## src/rtl/daq_irq_pkg.sv

```systemverilog
package daq_irq_pkg;
  localparam int DW     = 16;
  localparam int BUS_AW = 4;
  localparam int NFLAG  = 8;

  localparam logic [BUS_AW-1:0] ADDR_ENABLE = 4'h9;
  localparam logic [BUS_AW-1:0] ADDR_STATUS = 4'hA;

  localparam int F_LIMIT    = 0;
  localparam int F_ADDR     = 1;
  localparam int F_FIFO     = 2;
  localparam int F_SHORTCAL = 3;
  localparam int F_FULLCAL  = 4;
  localparam int F_PAUSE    = 5;
  localparam int F_SPARE    = 6;
  localparam int F_WAKE     = 7;

  // flags that exist; the spare position never sets or gates
  localparam logic [NFLAG-1:0] FLAG_MASK = 8'hBF;
endpackage

```

## src/rtl/irq_regs.sv

```systemverilog
module irq_regs
  import daq_irq_pkg::*;
(
  input  logic              clk,
  input  logic              rst_n,
  input  logic [BUS_AW-1:0] bus_addr,
  input  logic              bus_wr,
  input  logic [DW-1:0]     bus_wdata,
  input  logic [NFLAG-1:0]  status_q,
  output logic [DW-1:0]     enable_q,
  output logic [DW-1:0]     bus_rdata
);
  localparam logic [DW-1:0] EN_KEEP = {{(DW-NFLAG){1'b1}}, FLAG_MASK};

  always_ff @(posedge clk or negedge rst_n) begin
    if (!rst_n)
      enable_q <= '0;
    else if (bus_wr && bus_addr == ADDR_ENABLE)
      enable_q <= bus_wdata & EN_KEEP;
  end

  always_comb begin
    case (bus_addr)
      ADDR_ENABLE: bus_rdata = enable_q;
      ADDR_STATUS: bus_rdata = {{(DW-NFLAG){1'b0}}, status_q};
      default:     bus_rdata = '0;
    endcase
  end
endmodule

```

## src/rtl/irq_seq_match.sv

```systemverilog
module irq_seq_match #(
  parameter int SEQ_AW  = 3,
  parameter int FIFO_TW = 5
) (
  input  logic             clk,
  input  logic             rst_n,
  input  logic             seq_start,
  input  logic             seq_fetch,
  input  logic [SEQ_AW-1:0] seq_addr,
  input  logic [SEQ_AW-1:0] trig_addr,
  input  logic [FIFO_TW:0]  fifo_count,
  input  logic [FIFO_TW-1:0] fifo_code,
  output logic             addr_hit,
  output logic             fifo_hit
);
  localparam logic [FIFO_TW:0] FIFO_FULL = (FIFO_TW+1)'(1) << FIFO_TW;

  logic armed_q;
  logic first_zero;
  logic [FIFO_TW:0] fifo_thr;
  logic fifo_eq;
  logic fifo_eq_q;

  // suppression of the very first fetch of address 0 after start or reset
  always_ff @(posedge clk or negedge rst_n) begin
    if (!rst_n)
      armed_q <= 1'b1;
    else if (seq_start)
      armed_q <= 1'b1;
    else if (seq_fetch && seq_addr == '0)
      armed_q <= 1'b0;
  end

  assign first_zero = armed_q && (seq_addr == '0);
  assign addr_hit   = seq_fetch && (seq_addr == trig_addr) && !first_zero;

  // threshold code zero stands for a full FIFO
  assign fifo_thr = (fifo_code == '0) ? FIFO_FULL : {1'b0, fifo_code};
  assign fifo_eq  = (fifo_count == fifo_thr);

  always_ff @(posedge clk or negedge rst_n) begin
    if (!rst_n)
      fifo_eq_q <= 1'b0;
    else
      fifo_eq_q <= fifo_eq;
  end

  assign fifo_hit = fifo_eq && !fifo_eq_q;
endmodule

```

## src/rtl/irq_settle_timer.sv

```systemverilog
module irq_settle_timer #(
  parameter int SETTLE_CYCLES = 500000
) (
  input  logic clk,
  input  logic rst_n,
  input  logic standby,
  output logic wake_hit
);
  localparam int CW = $clog2(SETTLE_CYCLES + 1);
  localparam logic [CW-1:0] LAST = CW'(SETTLE_CYCLES - 1);

  logic          sb_q;
  logic          busy_q;
  logic [CW-1:0] cnt_q;
  logic          exit_seen;

  assign exit_seen = sb_q && !standby;

  always_ff @(posedge clk or negedge rst_n) begin
    if (!rst_n) begin
      sb_q   <= 1'b0;
      busy_q <= 1'b0;
      cnt_q  <= '0;
    end else begin
      sb_q <= standby;
      if (standby) begin
        busy_q <= 1'b0;
        cnt_q  <= '0;
      end else if (exit_seen) begin
        busy_q <= 1'b1;
        cnt_q  <= '0;
      end else if (busy_q) begin
        if (cnt_q == LAST)
          busy_q <= 1'b0;
        else
          cnt_q <= cnt_q + 1'b1;
      end
    end
  end

  assign wake_hit = busy_q && !standby && (cnt_q == LAST);
endmodule

```

## src/rtl/irq_status.sv

```systemverilog
module irq_status
  import daq_irq_pkg::*;
(
  input  logic             clk,
  input  logic             rst_n,
  input  logic [NFLAG-1:0] ev_vec,
  input  logic             clr,
  input  logic [NFLAG-1:0] en_mask,
  output logic [NFLAG-1:0] status_q,
  output logic             irq
);
  logic [NFLAG-1:0] kept;

  // new events win over a clearing read in the same cycle
  assign kept = clr ? '0 : status_q;

  always_ff @(posedge clk or negedge rst_n) begin
    if (!rst_n) begin
      status_q <= '0;
      irq      <= 1'b0;
    end else begin
      status_q <= kept | (ev_vec & FLAG_MASK);
      irq      <= |(status_q & en_mask & FLAG_MASK);
    end
  end
endmodule

```

## src/rtl/daq_irq_ctrl.sv

```systemverilog
module daq_irq_ctrl
  import daq_irq_pkg::*;
#(
  parameter int SETTLE_CYCLES = 500000,
  parameter int SEQ_AW        = 3,
  parameter int FIFO_TW       = 5
) (
  input  logic              clk,
  input  logic              rst_n,
  input  logic [3:0]        bus_addr,
  input  logic              bus_wr,
  input  logic              bus_rd,
  input  logic [15:0]       bus_wdata,
  output logic [15:0]       bus_rdata,
  input  logic              ev_limit,
  input  logic              ev_pause,
  input  logic              ev_short_cal,
  input  logic              ev_full_cal,
  input  logic              seq_start,
  input  logic              seq_fetch,
  input  logic [SEQ_AW-1:0] seq_addr,
  input  logic [FIFO_TW:0]  fifo_count,
  input  logic              standby,
  output logic              irq
);
  localparam int TRIG_LSB = NFLAG;
  localparam int FIFO_LSB = TRIG_LSB + SEQ_AW;

  logic [DW-1:0]    enable_q;
  logic [NFLAG-1:0] status_q;
  logic [NFLAG-1:0] ev_vec;
  logic             addr_hit;
  logic             fifo_hit;
  logic             wake_hit;
  logic             stat_read;

  assign stat_read = bus_rd && (bus_addr == ADDR_STATUS);

  irq_regs u_regs (
    .clk       (clk),
    .rst_n     (rst_n),
    .bus_addr  (bus_addr),
    .bus_wr    (bus_wr),
    .bus_wdata (bus_wdata),
    .status_q  (status_q),
    .enable_q  (enable_q),
    .bus_rdata (bus_rdata)
  );

  irq_seq_match #(
    .SEQ_AW  (SEQ_AW),
    .FIFO_TW (FIFO_TW)
  ) u_match (
    .clk        (clk),
    .rst_n      (rst_n),
    .seq_start  (seq_start),
    .seq_fetch  (seq_fetch),
    .seq_addr   (seq_addr),
    .trig_addr  (enable_q[TRIG_LSB +: SEQ_AW]),
    .fifo_count (fifo_count),
    .fifo_code  (enable_q[FIFO_LSB +: FIFO_TW]),
    .addr_hit   (addr_hit),
    .fifo_hit   (fifo_hit)
  );

  irq_settle_timer #(
    .SETTLE_CYCLES (SETTLE_CYCLES)
  ) u_settle (
    .clk      (clk),
    .rst_n    (rst_n),
    .standby  (standby),
    .wake_hit (wake_hit)
  );

  always_comb begin
    ev_vec             = '0;
    ev_vec[F_LIMIT]    = ev_limit;
    ev_vec[F_ADDR]     = addr_hit;
    ev_vec[F_FIFO]     = fifo_hit;
    ev_vec[F_SHORTCAL] = ev_short_cal;
    ev_vec[F_FULLCAL]  = ev_full_cal;
    ev_vec[F_PAUSE]    = ev_pause;
    ev_vec[F_WAKE]     = wake_hit;
  end

  irq_status u_status (
    .clk      (clk),
    .rst_n    (rst_n),
    .ev_vec   (ev_vec),
    .clr      (stat_read),
    .en_mask  (enable_q[NFLAG-1:0]),
    .status_q (status_q),
    .irq      (irq)
  );
endmodule

```

## config.mk

```make
export PLATFORM = sky130hd
export DESIGN_NAME = daq_irq_ctrl
export DESIGN_NICKNAME = d
export VERILOG_FILES = /design/src/rtl/daq_irq_pkg.sv /design/src/rtl/irq_regs.sv /design/src/rtl/irq_seq_match.sv /design/src/rtl/irq_settle_timer.sv /design/src/rtl/irq_status.sv /design/src/rtl/daq_irq_ctrl.sv
export SDC_FILE = /design/constraint.sdc
export NUM_CORES = 1
export LEC_CHECK = 0
export ABC_AREA = 0
export ABC_CLOCK_PERIOD_IN_PS = 3500
export BUFFER_PORTS_ARGS = -buffer_cell sky130_fd_sc_hd__buf_2
export CAP_MARGIN = 20
export CORE_ASPECT_RATIO = 1.1
export CORE_MARGIN = 2
export CORE_UTILIZATION = 57
export CTS_CLUSTER_SIZE = 40
export DETAILED_ROUTE_END_ITERATION = 10
export PLACE_DENSITY = 0.83
export SYNTH_ARGS = -nofsm -noshare
export SYNTH_HDL_FRONTEND = slang
export SYNTH_SLANG_ARGS = --single-unit
export TNS_END_PERCENT = 20
```

## constraint.sdc

```tcl
create_clock -name clk -period 3.5 [get_ports clk]
set_input_delay 0 -clock clk [delete_from_list [all_inputs] [get_ports clk]]
set_output_delay 0 -clock clk [all_outputs]
set_load 0.02 [all_outputs]
```

# Word-level counts from Yosys, hierarchy flattened
# Cells that the tools add are included.
# W data, S select, Z words.
# word_totals
latchBits	0
mem_count	0
elab_cells	49
output_inout_bits	17
ff_bits	47
mem_bits_ro	0
inputBits	40
ramBits	0
# op_classes
n_eq_ne	6
mul	0
n_addsub	1
div	0
magnitude_cmp	0
shift	0
bitwise	2
reduce_logical	19
muxes	13
# op_table
operator	count
$mux W19	4
$pmux W16 S2	1
$add A19 B1 Y19 const B	1
$eq A19 B19 Y1 const B	1
$logic_and A1 B1 Y1	10
$and A8 B8 Y8	1
$eq A4 B4 Y1 const B	2
$mux W8	1
$or A8 B8 Y8	1
$reduce_or A7 Y1	1
$eq A6 B6 Y1	1
$mux W1	6
$mux W6	1
$logic_not A5 Y1	1
$eq A3 B3 Y1	1
$logic_not A1 Y1	3
$logic_not A3 Y1	1
$ne A3 B2 Y1 const B	1
$reduce_bool A3 Y1	1
$reduce_and A2 Y1	1
$reduce_bool A2 Y1	1

# Logic depth before layout (Yosys ltp)
# Gate-level depths: netlist (run 1).
# logic_depth
word_depth	5
depth_mapped	6
ltp_nobuf	6

# Modules after synthesis
# Synthesis (run 1) repeated with hierarchy kept, for this count alone.
# hier_totals
hier_cells	223
hier_area_um2	2462.4
# by_module_without_submodules
mod	instances	cells_per_inst	area_each_um2	seq_area_each_um2
irq_settle_timer	1	119	1171.1	525.5
irq_regs	1	55	770.7	375.4
irq_status	1	22	297.8	200.2
irq_seq_match	1	24	206.4	51.3
daq_irq_ctrl	1	3	16.3	0.0

# Worst setup path after synthesis (run 1)
# No wires, ideal clock.
# synth_path
kind	register to register
startpoint	register u_settle.cnt_q[0]
endpoint	register u_settle.cnt_q[3]
t_required_ns	3.434
n_path_buf	0
setup_ns	0.066
period_less_slack_ns	1.610
setup_slack_ns	1.890
arrival_ns	1.544
path_stages_with_launch	7
cell_sequence	dfrtp_1 -> ha_1 -> nand4_1 -> nand4b_1 -> o21ai_2 -> or4_1 -> nand2_1
# synth_via
elab_chain_len	5
elab_cells_between_ends	8
cone_classes	1 x add/sub; 2 x eq/ne; 4 x mux; 1 x reduce/logical
# synth_lines
element	line_no	rtl
from (decl)	irq_settle_timer.sv:14	logic [CW-1:0] cnt_q;
from (signal assigned)	irq_settle_timer.sv:36	cnt_q <= cnt_q + 1'b1;
$add A19 B1 Y19	irq_settle_timer.sv:36	
$mux W19	irq_settle_timer.sv:33	if (cnt_q == LAST)
$mux W19	irq_settle_timer.sv:32	end else if (busy_q) begin
$mux W19	irq_settle_timer.sv:29	end else if (exit_seen) begin
$mux W19	irq_settle_timer.sv:26	if (standby) begin
# Several ways; a longest one is shown, not always the timed one. The select of a mux whose other input is x is not followed.
# A chain may end at the register's enable or synchronous reset.

# Final worst setup path (run 1)
# layout_path
startpoint	register u_regs.enable_q[13]
endpoint	register u_status.status_q[2]
# layout_via
elab_chain_len	5
# layout_lines
element	line_no	rtl
from (decl)	irq_regs.sv:10	output logic [DW-1:0] enable_q,
from (signal assigned)	irq_regs.sv:19	enable_q <= bus_wdata & EN_KEEP;
$logic_not A5 Y1	irq_seq_match.sv:38	assign fifo_thr = (fifo_code == '0) ? FIFO_FULL : {1'b0, fifo_code};
$mux W6 (*)	irq_seq_match.sv:38	
$eq A6 B6 Y1 (*)	irq_seq_match.sv:39	assign fifo_eq = (fifo_count == fifo_thr);
named net u_match.fifo_eq	irq_seq_match.sv:21	logic fifo_eq;
$logic_and A1 B1 Y1 (*)	irq_seq_match.sv:48	assign fifo_hit = fifo_eq && !fifo_eq_q;
$or A8 B8 Y8 (*)	irq_status.sv:22	status_q <= kept | (ev_vec & FLAG_MASK);
to (signal assigned)	irq_status.sv:22	
to (decl)	irq_status.sv:9	output logic [NFLAG-1:0] status_q,
# Mark *: on every way through the listed nets, which the timed path passes. The rest lies on a longest branch.

==> impl_metrics.ini, run 1 <==
[sta]
tns_ns = 0
maxSlewHeadroom_pct = 56.6
report.final.hold_viol_count = 0
min_period_ns = 1.85
fmax_mhz = 541
finalCritPeriodShare_pct = 52.8
slew_viol_final = 0
rsz0062_at_grt = false
setup_viol = 0
whs_ns = 0.0437
skew_ns = 0.00447
tightest_slew_ns = 0.650

[layout]
area_growth_syn_to_layout_pct = 28.4
nNetsFinal = 329
layout_common_cells = 54 x buf_2, 45 x dfrtp_1, 23 x dlygate4sd3_1
drive_above_1_share_pct = 30.8
fill_cells = 268
antenna_cells = 0
layout_commonest_cell = buf_2

[grt]
antenna_found_initial = 0
grtUsageMet3_pct = 4.03
use_met1_pct = 30.0
grt_pass1_wl_mm = 8.50
met2_usage_pct = 41.7
grt.total_usage_pct = 24.3
grt_busiest_layer = met2
grt_start_max_net_pins = 47
overflow = 0
grt_pass1_vias = 1892

[status]
status = complete, no violations

[clock_network]
cts_made_buffers = 5
clock_latency_ns = 0.29
clockBufferDepth = 2
cts_tree = yes
cts_resized = 0
clock_sinks = 46
clk_pin_slew_worst_paths_ns = 0.08
h-tree-depth = 2
root_buffer = clkbuf_8

[pwr]
leakage_nw = 1.32
ir_worst_vdd_mv = 0.214
pwr_density_cell_nw_per_um2 = 396

[routing]
drc_errors = 0
wl_mm = 4.98
first_pass_iters = 4
drt-vias-per-instance = 5.51
avgRoutedWirePerCell_um = 14.6
drt-initial-drc-count = 74
ant_nets = 0
via_count = 1879

[yosys]
synth.distinct_cells = 48
ys_seq_area_share_pct = 50.4
syn_inst = 209
synthArstFlopShare_pct = 100
synthFlopType = dfrtp_1
synthesis.nets = 250
synth-seq-cells = 46
synth_edf_count = 0
syn_avg_cell_area_um2 = 10.9
yosys_warnings = 0
syn_area_um2 = 2290

[floorplanning]
num_rows = 24
initial_core_util_pct = 58.6
num_io_pins = 57
die_w_um = 64.4
die-area_um2 = 4540
fp.dieH_um = 70.4
core_um2 = 3900

[place]
dp_hpwl_mm = 3.30
gp_congestion = 0.826
numPortBuffers = 54

[setup_path]
crit_fanout = 4
crit_required_ns = 3.73
start_kind = flop
arrival_ns = 2.08
rrSetupSlack_ns = 1.65
critPathCaptureType = flop
path_class = reg2reg

[worst_hold_path]
hold_path.class = in2reg

[run]
max_cap_violations = 0
## registers in the layout, summed over array words and instances (netlist names)
| name | count |
|---|---|
| u_settle.sb_q | 1 |
| u_regs.enable_q | 15 |
| u_settle.cnt_q | 19 |
| u_status.irq | 1 |
| u_status.status_q | 7 |
| u_match.fifo_eq_q | 1 |
| u_settle.busy_q | 1 |
| u_match.armed_q | 1 |
## Yosys cell counts (5+ instances only)
cell type   n  area, µm²
a21o_1      5       37.5
a21oi_1     7       35.0
a22o_1      8       70.1
and2_1      8       50.1
dfrtp_1    45       1130
mux2_2     15        169
nand2_1    13       48.8
nand3_1     9       45.0
nor2_1     16       60.1
nor3_1      5       25.0
o21ai_0     8       40.0
xnor2_1    14        123
xor2_1      5       43.8
## layout make-up
class                   instances  area (µm²)  area share [%]
clock buffers                   7        86.3            2.94
clock inverters                 1        5.00           0.170
inverters                       4        15.0           0.511
multi-input cells             152        1080            36.9
flip-flops and latches         46        1150            39.2
well taps                      52        65.1            2.22
repair buffers                 79         528            18.0
## critical path, cell delays in order (launching register included)
cell and delay, ns:
dfrtp_1 0.42, or4_1 0.52, nor2_1 0.13, xor2_1 0.08, nor4_1 0.45, a22o_1 0.20
## per-stage QoR
step | instance area (µm²) | worst slack [ns] | power [mW] | utilization, % | cells
after global placement | 2590 | 1.70 | 0.811 | 66.5 | 309
after detailed placement | 2590 | 1.68 | 0.821 | 66.5 | 309
after CTS | 2920 | 1.66 | 1.17 | 74.7 | 340
final | 2940 | 1.65 | 1.16 | 75.2 | 341
after floorplan | 2290 | 1.89 | 0.750 | - | 209
after global routing | 2940 | 1.55 | 1.22 | 75.2 | 341
## power by group
part	total [mW]	switching (mW)	internal, mW
Combinational	0.193	0.0825	0.111
Clock	0.325	0.166	0.159
Sequential	0.643	0.0533	0.590
## routing by layer
metal	share of wire (%)	wire length [µm]	vias to the layer above
li1	-	-	905
met4	2.8	140	0
met1	43	2120	894
met3	5.2	258	15
met2	49	2460	65
met5	0	0	-
## cell families after synthesis
kind of cell | Yosys count | share of synthesized area [%]
other cells | 1 | 0.164
flops | 46 | 50.4
compound gates | 35 | 10.4
xor+xnor | 19 | 7.28
mux | 15 | 7.39
simple gates | 81 | 21.7
fa+ha+maj | 1 | 0.547
buf+inv | 11 | 2.19
## worst paths after layout
path / start / endpoint / cells past startpoint
max: u_regs.enable_q[13] / u_status.status_q[2] / 5
min: seq_addr[0] / u_match.armed_q / 3
max reg2reg: u_regs.enable_q[13] / u_status.status_q[2] / 5
min reg2reg: u_match.armed_q / u_match.armed_q / 1
max in group asynchronous: rst_n / u_match.armed_q / 3
min in group asynchronous: rst_n / u_settle.cnt_q[0] / 2
## what timing repair did
action                    in CTS  in global routing
hold endpoints to repair      68                  0
hold buffers                  23                  0
setup buffers                  0                  0
(Power assumes the default switching activity.)
==> run 2: changes to the inputs <==
ABC_CLOCK_PERIOD_IN_PS = 1900   (was 3500)
CORE_UTILIZATION = 53   (was 57)
PLACE_DENSITY = 0.78   (was 0.83)
clock period = 1.9 ns   (was 3.5 ns; I/O delays follow)
==> run 2 against run 1 <==
Compared with the run above: sequential share of layout area is 0.23 points lower; global-route usage is 1.8 points lower; via count is 1.1% lower; final cell count is 1.5% higher; utilization is 5.3 points lower; maximum frequency is 0.62% higher; cell area is 0.60% higher; flip-flop and latch count stayed put; clock power is 81% higher; critical endpoint unchanged; highest routed layer unchanged.
==> impl_metrics.ini, run 2 (same netlist as run 1, synthesis figures left out) <==
[place]
dp_hpwl_mm = 3.24
gp_congestion = 0.848
pre_cts_slack_ns = 0.140
numPortBuffers = 54
dpl_cell_area_um2 = 2630

[sta]
tns_ns = 0
tightest_slew_ns = 0.564
slew_viol_final = 0
finalCritPeriodShare_pct = 96.7
skew_ns = 0.0122
fin_ws_ns = 0.0632
report.final.hold_viol_count = 0
fmax_mhz = 544
maxSlewHeadroom_pct = 62.4
setup_viol = 0
min_period_ns = 1.84

[layout]
nNetsFinal = 332
regArea_um2 = 1150
drive_above_1_share_pct = 32.2
multi_input_area_um2 = 1090
layout_common_cells = 54 x buf_2, 45 x dfrtp_1, 23 x dlygate4sd3_1
area_growth_syn_to_layout_pct = 29.2
largest_reg_flops = 19
fill_cells = 302
final_area_um2 = 2950
antenna_cells = 0
top_regs = u_settle.cnt_q (19), u_regs.enable_q (15), u_status.status_q (7)
layout_commonest_cell = buf_2
largest-register = u_settle.cnt_q

[pwr]
ir_worst_vdd_mv = 0.439
seqPwrFrac_pct = 55.6
total_power_mw = 2.13
clkPwrFrac_pct = 27.6
pwr_density_cell_nw_per_um2 = 721
combPwrFrac_pct = 16.8
netSwitchingFraction_pct = 27.4
internal_power_mw = 1.55
p_switching_uw = 584
leakage_nw = 1.33

[routing]
first_pass_iters = 4
via_count = 1859
wl_mm = 5.01
drt-vias-per-instance = 5.37
ant_nets = 0
avgRoutedWirePerCell_um = 14.5
drt-initial-drc-count = 108
drc_errors = 0

[setup_path]
crit_fanout = 4
r2r-start = u_regs.enable_q[13]
cp-startpoint = u_regs.enable_q[13]
start_kind = flop
critical_path.endpoint = u_status.status_q[2]
arrival_ns = 2.07
rr_worst_depth = 5
crit_required_ns = 2.14
r2r-end = u_status.status_q[2]
path_class = reg2reg
rrSetupSlack_ns = 0.06
critPathCaptureType = flop

[run]
max_cap_violations = 0

[floorplanning]
core_um2 = 4220
num_rows = 25
fp.dieH_um = 72.9
num_io_pins = 57
die_w_um = 66.6
initial_core_util_pct = 54.2
die-area_um2 = 4860

[clock_network]
clock_sinks = 46
clock_latency_ns = 0.30
root_buffer = clkbuf_8
cts_made_buffers = 5
cts_setup_buffers = 0
h-tree-depth = 2
clk_pin_slew_worst_paths_ns = 0.09
clockBufferDepth = 2
cts_tree = yes

[grt]
grt_pass1_vias = 1797
overflow = 0
grt.total_usage_pct = 22.5
grt_pass1_wl_mm = 8.23
grt_start_max_net_pins = 47
antenna_found_initial = 0

[worst_hold_path]
hold_path.class = in2reg

[status]
status = complete, no violations
[run 2: layer usage]
layer / GRT usage, % / vias to the layer above / wire length (µm)
met5: 0 / - / 0
met1: 27.7 / 889 / 2160
met2: 39.1 / 53 / 2490
li1: - / 908 / -
met4: 8.39 / 0 / 96
met3: 4.32 / 9 / 254
[run 2: stage by stage]
| step | utilization, % | hold WS, ns | std cells |
|---|---|---|---|
| 2_1_floorplan | - | -0.296 | 209 |
| 4_1_cts | 69.8 | 0.00958 | 346 |
| 3_5_place_dp | 62.2 | 0.124 | 315 |
| 3_3_place_gp | 62.2 | 0.118 | 315 |
| 5_1_grt | 70.0 | 0.0135 | 346 |
| 6_report | 70.0 | 0.0155 | 346 |
[run 2: layout make-up]
type                       instances  share of cell area [%]
clock inverter                     3                   0.720
timing repair buffer              82                    18.2
sequential                        46                    39.0
inverter                           4                   0.508
multi-input combinational        152                    36.9
tap                               54                    2.29
clock buffer                       5                    2.33
[run 2: worst min-delay path by stage]
| stage | start | end | cells after the start |
|---|---|---|---|
| after floorplan | rst_n | u_match.fifo_eq_q | 0 |
| after global placement | rst_n | u_settle.sb_q | 2 |
| after detailed placement | rst_n | u_settle.busy_q | 2 |
| after CTS | fifo_count[4] | u_match.fifo_eq_q | 4 |
| after global routing | fifo_count[4] | u_match.fifo_eq_q | 4 |
| final | fifo_count[4] | u_match.fifo_eq_q | 4 |
[run 2: what timing repair did]
item                                    CTS  global route
resized for setup                         0             1
endpoints found under the setup margin    0             1
hold buffers                             23             0
endpoints found under the hold margin    68             0
[run 2: critical path, stage by stage (launching register included)]
cell	delay (ns)
dfrtp_1	0.42
or4_1	0.56
nor2_1	0.16
xor2_1	0.10
nor4_2	0.35
a22o_1	0.19
[run 2: power groups by stage]
stage	Combinational, mW	Clock (mW)	Sequential [mW]
after floorplan	0.203	0	1.18
after global placement	0.304	0	1.20
after detailed placement	0.314	0	1.20
after CTS	0.351	0.610	1.18
after global routing	0.399	0.643	1.20
final	0.359	0.588	1.18
